--- src/rtl/spi_attr_pkg.sv ---
package spi_attr_pkg;
  localparam int DATA_W   = 32;
  localparam int CNT_W    = 16;
  localparam int ADDR_W   = 4;
  localparam int SEL_W    = 3;
  localparam int MAX_ATTR = 8;
  localparam logic [ADDR_W-1:0] ADDR_COUNT = '0;
  localparam logic [ADDR_W-1:0] ADDR_ATTR0 = ADDR_W'(1);
endpackage

--- src/rtl/spi_attr_bank.sv ---
module spi_attr_bank
  import spi_attr_pkg::*;
#(
  parameter int N     = 4,
  parameter int IDX_W = $clog2(MAX_ATTR)
) (
  input  logic                    clk,
  input  logic                    rst_n,
  input  logic                    wr_en,
  input  logic [IDX_W-1:0]        wr_idx,
  input  logic [DATA_W-1:0]       wr_data,
  output logic [N-1:0][DATA_W-1:0] words
);
  for (genvar g = 0; g < N; g++) begin : g_word
    always_ff @(posedge clk) begin
      if (!rst_n)
        words[g] <= '0;
      else if (wr_en && wr_idx == IDX_W'(g))
        words[g] <= wr_data;
    end
  end

  a_r6_bank_hold: assert property (@(posedge clk) disable iff (!rst_n)
    !wr_en |=> $stable(words));
endmodule

--- src/rtl/spi_attr_select.sv ---
module spi_attr_select
  import spi_attr_pkg::*;
#(
  parameter int N     = 4,
  parameter int IDX_W = $clog2(MAX_ATTR)
) (
  input  logic                     clk,
  input  logic                     rst_n,
  input  logic                     frame_start,
  input  logic                     is_master,
  input  logic [SEL_W-1:0]         cmd_sel,
  input  logic [N-1:0][DATA_W-1:0] words,
  output logic [IDX_W-1:0]         cur_idx,
  output logic [DATA_W-1:0]        frame_attr
);
  logic [IDX_W-1:0] next_idx;

  always_comb begin
    if (!is_master || int'(cmd_sel) >= N)
      next_idx = '0;
    else
      next_idx = IDX_W'(cmd_sel);
  end

  always_ff @(posedge clk) begin
    if (!rst_n)
      cur_idx <= '0;
    else if (frame_start)
      cur_idx <= next_idx;
  end

  always_comb begin
    frame_attr = '0;
    for (int k = 0; k < N; k++)
      if (cur_idx == IDX_W'(k))
        frame_attr = words[k];
  end

  a_r4_slave_zero: assert property (@(posedge clk) disable iff (!rst_n)
    (frame_start && !is_master) |=> cur_idx == '0);
  a_r5_range_zero: assert property (@(posedge clk) disable iff (!rst_n)
    (frame_start && is_master && int'(cmd_sel) >= N) |=> cur_idx == '0);
  a_r3_idx_bound: assert property (@(posedge clk) disable iff (!rst_n)
    int'(cur_idx) < N);
endmodule

--- src/rtl/spi_xfer_counter.sv ---
module spi_xfer_counter
  import spi_attr_pkg::*;
(
  input  logic             clk,
  input  logic             rst_n,
  input  logic             wr_en,
  input  logic [CNT_W-1:0] wr_val,
  input  logic             frame_start,
  input  logic             clr,
  input  logic             last_bit,
  output logic [CNT_W-1:0] cnt
);
  logic pend;
  logic do_clr;

  assign do_clr = frame_start && clr;

  always_ff @(posedge clk) begin
    if (!rst_n) begin
      cnt  <= '0;
      pend <= 1'b0;
    end else if (wr_en) begin
      cnt  <= wr_val;
      pend <= 1'b0;
    end else if (do_clr) begin
      cnt  <= '0;
      pend <= last_bit;
    end else if (last_bit) begin
      cnt  <= cnt + CNT_W'(1) + CNT_W'(pend);
      pend <= 1'b0;
    end
  end

  a_r9_preset: assert property (@(posedge clk) disable iff (!rst_n)
    wr_en |=> cnt == $past(wr_val));
  a_r10_clear: assert property (@(posedge clk) disable iff (!rst_n)
    (do_clr && !wr_en) |=> cnt == '0);
  a_r8_step: assert property (@(posedge clk) disable iff (!rst_n)
    (last_bit && !do_clr && !wr_en) |=> cnt == $past(cnt) + CNT_W'(1) + CNT_W'($past(pend)));
  a_r11_defer: assert property (@(posedge clk) disable iff (!rst_n)
    (do_clr && last_bit && !wr_en) |=> pend);
endmodule

--- src/rtl/spi_frame_attr_unit.sv ---
module spi_frame_attr_unit
  import spi_attr_pkg::*;
#(
  parameter int N = 4
) (
  input  logic              clk,
  input  logic              rst_n,
  input  logic              is_master,
  input  logic              busy,
  input  logic              frame_start,
  input  logic              last_bit,
  input  logic [SEL_W-1:0]  cmd_sel,
  input  logic              cmd_clr_cnt,
  input  logic              reg_wr_en,
  input  logic [ADDR_W-1:0] reg_addr,
  input  logic [DATA_W-1:0] reg_wr_data,
  input  logic [ADDR_W-1:0] reg_rd_addr,
  output logic [DATA_W-1:0] reg_rd_data,
  output logic [DATA_W-1:0] frame_attr,
  output logic              wr_err
);
  localparam int IDX_W = $clog2(MAX_ATTR);
  localparam int PAD_W = DATA_W - CNT_W;

  logic [N-1:0][DATA_W-1:0] words;
  logic [CNT_W-1:0]         cnt;
  logic [IDX_W-1:0]         cur_idx;
  logic                     hit_cnt, hit_attr, wr_ok;
  logic [IDX_W-1:0]         wr_idx;

  assign hit_cnt  = (reg_addr == ADDR_COUNT);
  assign hit_attr = (int'(reg_addr) >= int'(ADDR_ATTR0)) &&
                    (int'(reg_addr) < int'(ADDR_ATTR0) + N);
  assign wr_idx   = IDX_W'(reg_addr - ADDR_ATTR0);
  assign wr_ok    = reg_wr_en && !busy;

  always_ff @(posedge clk) begin
    if (!rst_n)
      wr_err <= 1'b0;
    else if (reg_wr_en && busy && (hit_cnt || hit_attr))
      wr_err <= 1'b1;
  end

  spi_attr_bank #(.N(N), .IDX_W(IDX_W)) u_bank (
    .clk(clk), .rst_n(rst_n),
    .wr_en(wr_ok && hit_attr), .wr_idx(wr_idx), .wr_data(reg_wr_data),
    .words(words)
  );

  spi_attr_select #(.N(N), .IDX_W(IDX_W)) u_sel (
    .clk(clk), .rst_n(rst_n),
    .frame_start(frame_start), .is_master(is_master), .cmd_sel(cmd_sel),
    .words(words), .cur_idx(cur_idx), .frame_attr(frame_attr)
  );

  spi_xfer_counter u_cnt (
    .clk(clk), .rst_n(rst_n),
    .wr_en(wr_ok && hit_cnt), .wr_val(reg_wr_data[DATA_W-1:PAD_W]),
    .frame_start(frame_start), .clr(cmd_clr_cnt), .last_bit(last_bit),
    .cnt(cnt)
  );

  always_comb begin
    reg_rd_data = '0;
    if (reg_rd_addr == ADDR_COUNT)
      reg_rd_data = {cnt, {PAD_W{1'b0}}};
    else
      for (int k = 0; k < N; k++)
        if (reg_rd_addr == ADDR_W'(int'(ADDR_ATTR0) + k))
          reg_rd_data = words[k];
  end

  a_r6_err_sticky: assert property (@(posedge clk) disable iff (!rst_n)
    wr_err |=> wr_err);
  a_r6_err_set: assert property (@(posedge clk) disable iff (!rst_n)
    (reg_wr_en && busy && hit_cnt) |=> wr_err);
  a_r6_cnt_hold: assert property (@(posedge clk) disable iff (!rst_n)
    (busy && reg_wr_en && hit_cnt && !frame_start && !last_bit) |=> $stable(cnt));
  a_r7_low_zero: assert property (@(posedge clk) disable iff (!rst_n)
    (reg_rd_addr == ADDR_COUNT) |-> reg_rd_data[PAD_W-1:0] == '0);
endmodule

--- config.mk ---
export PLATFORM = sky130hd
export DESIGN_NAME = spi_frame_attr_unit
export DESIGN_NICKNAME = d
export VERILOG_FILES = /design/src/rtl/spi_attr_pkg.sv /design/src/rtl/spi_attr_bank.sv /design/src/rtl/spi_attr_select.sv /design/src/rtl/spi_xfer_counter.sv /design/src/rtl/spi_frame_attr_unit.sv
export SDC_FILE = /design/constraint.sdc
export NUM_CORES = 1
export LEC_CHECK = 0
export ABC_AREA = 1
export ABC_CLOCK_PERIOD_IN_PS = 1500
export BUFFER_PORTS_ARGS = -buffer_cell sky130_fd_sc_hd__buf_2
export CAP_MARGIN = 20
export CELL_PAD_IN_SITES_DETAIL_PLACEMENT = 1
export CELL_PAD_IN_SITES_GLOBAL_PLACEMENT = 2
export CORE_ASPECT_RATIO = 1.4
export CORE_MARGIN = 4
export CORE_UTILIZATION = 28
export CTS_BUF_LIST = sky130_fd_sc_hd__clkbuf_4 sky130_fd_sc_hd__clkbuf_8 sky130_fd_sc_hd__clkbuf_16
export CTS_CLUSTER_DIAMETER = 120
export DETAILED_ROUTE_END_ITERATION = 10
export GPL_ROUTABILITY_DRIVEN = 0
export PLACE_DENSITY_LB_ADDON = 0.2
export SYNTH_ARGS = -nofsm -noshare
export SYNTH_HDL_FRONTEND = slang
export SYNTH_SLANG_ARGS = --single-unit
--- constraint.sdc ---
create_clock -name clk -period 1.5 [get_ports clk]
set_clock_uncertainty 0.05 [all_clocks]
set_input_delay 0.15 -clock clk [delete_from_list [all_inputs] [get_ports clk]]
set_output_delay 0.15 -clock clk [all_outputs]
set_load 0.05 [all_outputs]
# After elaboration in Yosys (flattened, before gate mapping)
# Cells that the tools add are included.
[op_classes]
bitwise_logic = 1
reduce_logical = 22
addsub = 3
mux = 15
n_eq_ne = 10
magnitude_cmp = 3
[op_table]
columns = ["cell", "count"]
rows = [
  ["two-way mux 32 bit", 9],
  ["two-way mux 16 bit", 3],
  ["adder 16 x 1 -> 16 bit", 1],
  ["adder 16 x 1 -> 16 bit, second input constant", 1],
  ["== test 3 x 2 -> 1 bit, second input constant", 4],
  ["logical AND 1 bit", 11],
  ["== test 4 x 2 -> 1 bit, second input constant", 2],
  ["logical NOT 4 bit", 2],
  ["== test 3 x 1 -> 1 bit, second input constant", 2],
  ["logical NOT 3 bit", 2],
  ["== test 4 x 1 -> 1 bit, second input constant", 1],
  ["== test 4 x 3 -> 1 bit, second input constant", 1],
  [">= comparator 4 x 1 -> 1 bit, second input constant", 1],
  ["less-than comparator 4 x 3 -> 1 bit, second input constant", 1],
  [">= comparator 3 bit, second input constant", 1],
  ["two-way mux 3 bit", 1],
  ["nonzero test 3 bit", 1],
  ["subtractor 3 x 1 -> 3 bit, second input constant", 1],
  ["logical NOT 1 bit", 2],
  ["logical OR 1 bit", 2],
  ["two-way mux 1 bit", 2],
  ["nonzero test 2 bit", 1],
  ["OR reduction 2 bit", 1],
  ["NOT 1 bit", 1],
]
[totals]
input_bits = 51
elab_cells = 62
out_inout_bits = 65
regBits = 149

# Depth between registers and ports, before layout
[logic_depth]
depth_word = 6
mapped_depth = 11
ltp_nobuf = 11

# Modules after synthesis
# A second synthesis with hierarchy kept.
[hier_totals]
cells_unflattened = 1509
hier_area_um2 = 9287.7
[by_module_without_submodules]
columns = ["module", "seq_area_each_um2", "area_each_um2", "cells_per_inst", "n_inst"]
rows = [
  ["spi_attr_bank", 2562.5, 5127.4, 743, 1],
  ["spi_frame_attr_unit", 20.0, 1455.1, 315, 1],
  ["spi_attr_select", 60.1, 1430.1, 273, 1],
  ["spi_xfer_counter", 340.3, 1275.0, 178, 1],
]

# Worst setup path after synthesis
# Ideal clock, no wire load.
[synth_timing]
kind = "register -> output"
startpoint = "register u_sel.cur_idx[2]"
endpoint = "output port frame_attr[10]"
required_ns = 1.300
path_buffers = 1
stages_incl_launch_ff = 5
arrival_time_ns = 1.785
slack_ns = -0.485
path_cell_list = "dfxtp_1 -> inv_1 -> nand3_1 -> clkbuf_1 -> o21ai_0"
[synth_between]
elab_chain_len = 5
word_cells_on_any_way = 8
classes_between = "3 x eq/ne; 4 x mux; 1 x reduce/logical"
[synth_lines]
columns = ["item", "line", "rtl"]
rows = [
  ["start: declaration", "spi_attr_select.sv:13", "output logic [IDX_W-1:0] cur_idx,"],
  ["start signal: assignment", "spi_attr_select.sv:29", "cur_idx <= next_idx;"],
  ["logical NOT 3 bit", "spi_attr_select.sv:35", "if (cur_idx == IDX_W'(k))"],
  ["two-way mux 32 bit (3 in series)", "spi_attr_select.sv:35", ""],
  ["two-way mux 32 bit (*)", "spi_attr_select.sv:35", ""],
  ["end: declaration", "spi_frame_attr_unit.sv:19", "output logic [DATA_W-1:0] frame_attr,"],
]
# Mark *: on every way between the ends. The rest lies on a longest branch, timed or not.

# Worst setup path after layout
[layout_timing]
startpoint = "register u_sel.cur_idx[1]"
endpoint = "output port frame_attr[31]"
# The elaborated chain is that of the path after synthesis.

==> metrics <==
Leak Pwr 0.00453 uW; Syn Inst Count 1096; clock tree from TritonCTS built; Starting Density 0.285; filler instances 3077; share of the synthesized area in the top cell type 0.400; RSZ-0062 raised after global routing true; arrival time of the worst setup path between 1.5 and 2 ns; Required @ worst endpoint 1.30 ns; Area Overhead vs Synth 63.7%; Final Setup Violations 64; vias in the first global route 8449; PwrDens 820 mW/mm^2; layout cell share with drive strength beyond 1 0.454; outcome finished, violations left; yosys warns 0; Final period util 1.38; die area slightly below 0.03 sq mm; Initial DRC Count approximately 350; commonest non-fill, non-tap cell in the layout a21oi_1; # diodes 0; worst vdd ir between 0.8 and 0.9 mV; Final Hold Fails 0; global-route wire length before repair roughly 49000 um; IO Port Bufs about 120; post-synthesis cell type count 32; Slew Viols, Final 0; Clock Power Share 0.431; Worst-Skew Late Latency roughly 0.44 ns; Avg WL per Cell 19.6 um; crit-path max FO 5; CTS Sinks ~150; syn_nets about 1100; TritonCTS buffer count 17; fin nets between 1000 and 1500; placement-stage cell area 0.00914 sq mm; r2r setup slk -0.02 ns; die height 201 um; remaining antenna violation count 0; Worst Hold Class primary input to flop; Tmin final 2.07 ns; core footprint between 0.02 and 0.03 sq mm; H-tree Lvls 4; startpoint types flop; Psw roughly 2800 uW; crit path capture type output pin; sw frac 0.278; CTS root buffer clkbuf_16; # IOs 116; setup slack after layout -0.567 ns; number of max-cap violations 0; Mapped Area roughly 0.0075 sq mm; hold_ws between 0.02 and 0.03 ns; internal cell power between 7000 and 8000 uW; routed vias about 8300; routed wire length ~32000 um; Slew @ Worst Pin ~0.35 ns; Post-DP HPWL roughly 20000 um; Post-route DRC 0; Tot GR Track Use 0.210; failing checks setup timing; critical path type flop to output pin; largest net degree at the start of global routing 65; number of synthesized register bits between 100 and 150; post-synth top area cell dfxtp_1; initial antenna violation count 0; clock buffer depth 2; Final Cell Area roughly 0.012 sq mm; row cnt 70; clock transition at the registers of the reported paths 0.07 ns; DR pass1 iterations 4; die width 146 um; commonest non-fill, non-tap cells in the layout a21oi_1, o21ai_0, inv_1; Logic pwr share 0.160; Via density 5.07; GRT overflow 0; top post-synthesis cells by area dfxtp_1, o21ai_0, a21oi_1; mean post-synth cell area 6.80 sq um; sequential power share 0.409; f_max 0.484 GHz; Seq/Total Area, Yosys 0.400; Slew HR 0.769
[cell families (layout without fill, tap and decap cells)]
group,Yosys count,in the layout,share of synthesized area
AO/OA/AOI/OAI,461,461,0.325
adder cells (fa/ha/maj),2,2,0.00336
buffers and inverters,245,464,0.129
flip-flops,149,149,0.400
AND/OR/NAND/NOR,239,239,0.142
[critical path, cell delays in order, from the launching register on]
cell	delay [ns]
dfxtp_4	0.37
nand3b_1	0.20
buf_6	0.18
clkbuf_16	0.17
o22ai_2	0.06
a21oi_1	0.16
o21ai_2	0.10
buf_6	0.16
[final cells by class]
cell class	instances	area [sq um]	area share
multi-input combinational	702	4790	0.393
inverter	174	699	0.0573
clock buffer	22	469	0.0385
sequential	149	3060	0.250
clock inverter	10	106	0.00872
timing repair buffer	258	2680	0.219
tap	324	405	0.0332
[cell usage after synthesis (all sizes together)]
cell type / number
ha: 2
nand3b: 4
nor2: 70
o211ai: 6
o21bai: 3
clkbuf: 56
nand3: 50
inv: 174
nand4: 5
nor3: 4
buf: 15
dfxtp: 149
or2: 1
a22oi: 1
o22ai: 56
o2111ai: 1
a21oi: 193
nand2: 105
o21ai: 201
[power by group through the flow]
| stage | logic, uW | registers [uW] | clock network, uW |
|---|---|---|---|
| after floorplan | 636 | 4160 | 0 |
| after global placement | 1140 | 4160 | 0 |
| after detailed placement | 1150 | 4170 | 0 |
| after CTS | 1420 | 4090 | 4430 |
| after global routing | 1710 | 4100 | 4610 |
| final | 1600 | 4090 | 4310 |
[worst paths after layout]
kind / startpoint / cells after the start / to
min reg2reg: wr_err / 2 / wr_err
max: u_sel.cur_idx[1] / 7 / frame_attr[31]
max reg2reg: u_cnt.pend / 11 / u_cnt.cnt[15]
min: reg_wr_data[6] / 3 / u_bank.words[38]
[per-layer routing]
| layer | routed length [um] | GRT usage |
|---|---|---|
| met4 | 620 | 0.0642 |
| met1 | 13700 | 0.257 |
| met3 | 824 | 0.0269 |
| met2 | 17100 | 0.383 |
| met5 | 0 | 0 |
[flip-flops by register name, indices dropped and copies added, names as in the netlist]
name           flops
u_bank.words     128
u_cnt.cnt         16
u_cnt.pend         1
u_sel.cur_idx      3
wr_err             1
[through the flow]
| step | TNS, ns | utilization | instances | setup slack, ns | power (uW) |
|---|---|---|---|---|---|
| after global placement | -9.18 | 0.349 | 1534 | -0.281 | 5310 |
| final | -18.50 | 0.466 | 1639 | -0.567 | 10000 |
| after global routing | -23.02 | 0.466 | 1639 | -0.625 | 10400 |
| after detailed placement | -11.01 | 0.349 | 1534 | -0.292 | 5320 |
| after floorplan | -1.99 | - | 1096 | -0.315 | 4790 |
| after CTS | -16.86 | 0.432 | 1619 | -0.511 | 9940 |
[what timing repair did]
item,CTS,global route
pin swaps,80,60
hold buffers,24,0
gates cloned,4,6
setup endpoints to repair,75,75
setup buffers,26,16
gates resized for setup,372,163
endpoints found under the hold margin,53,0
(Power assumes the default switching activity.)
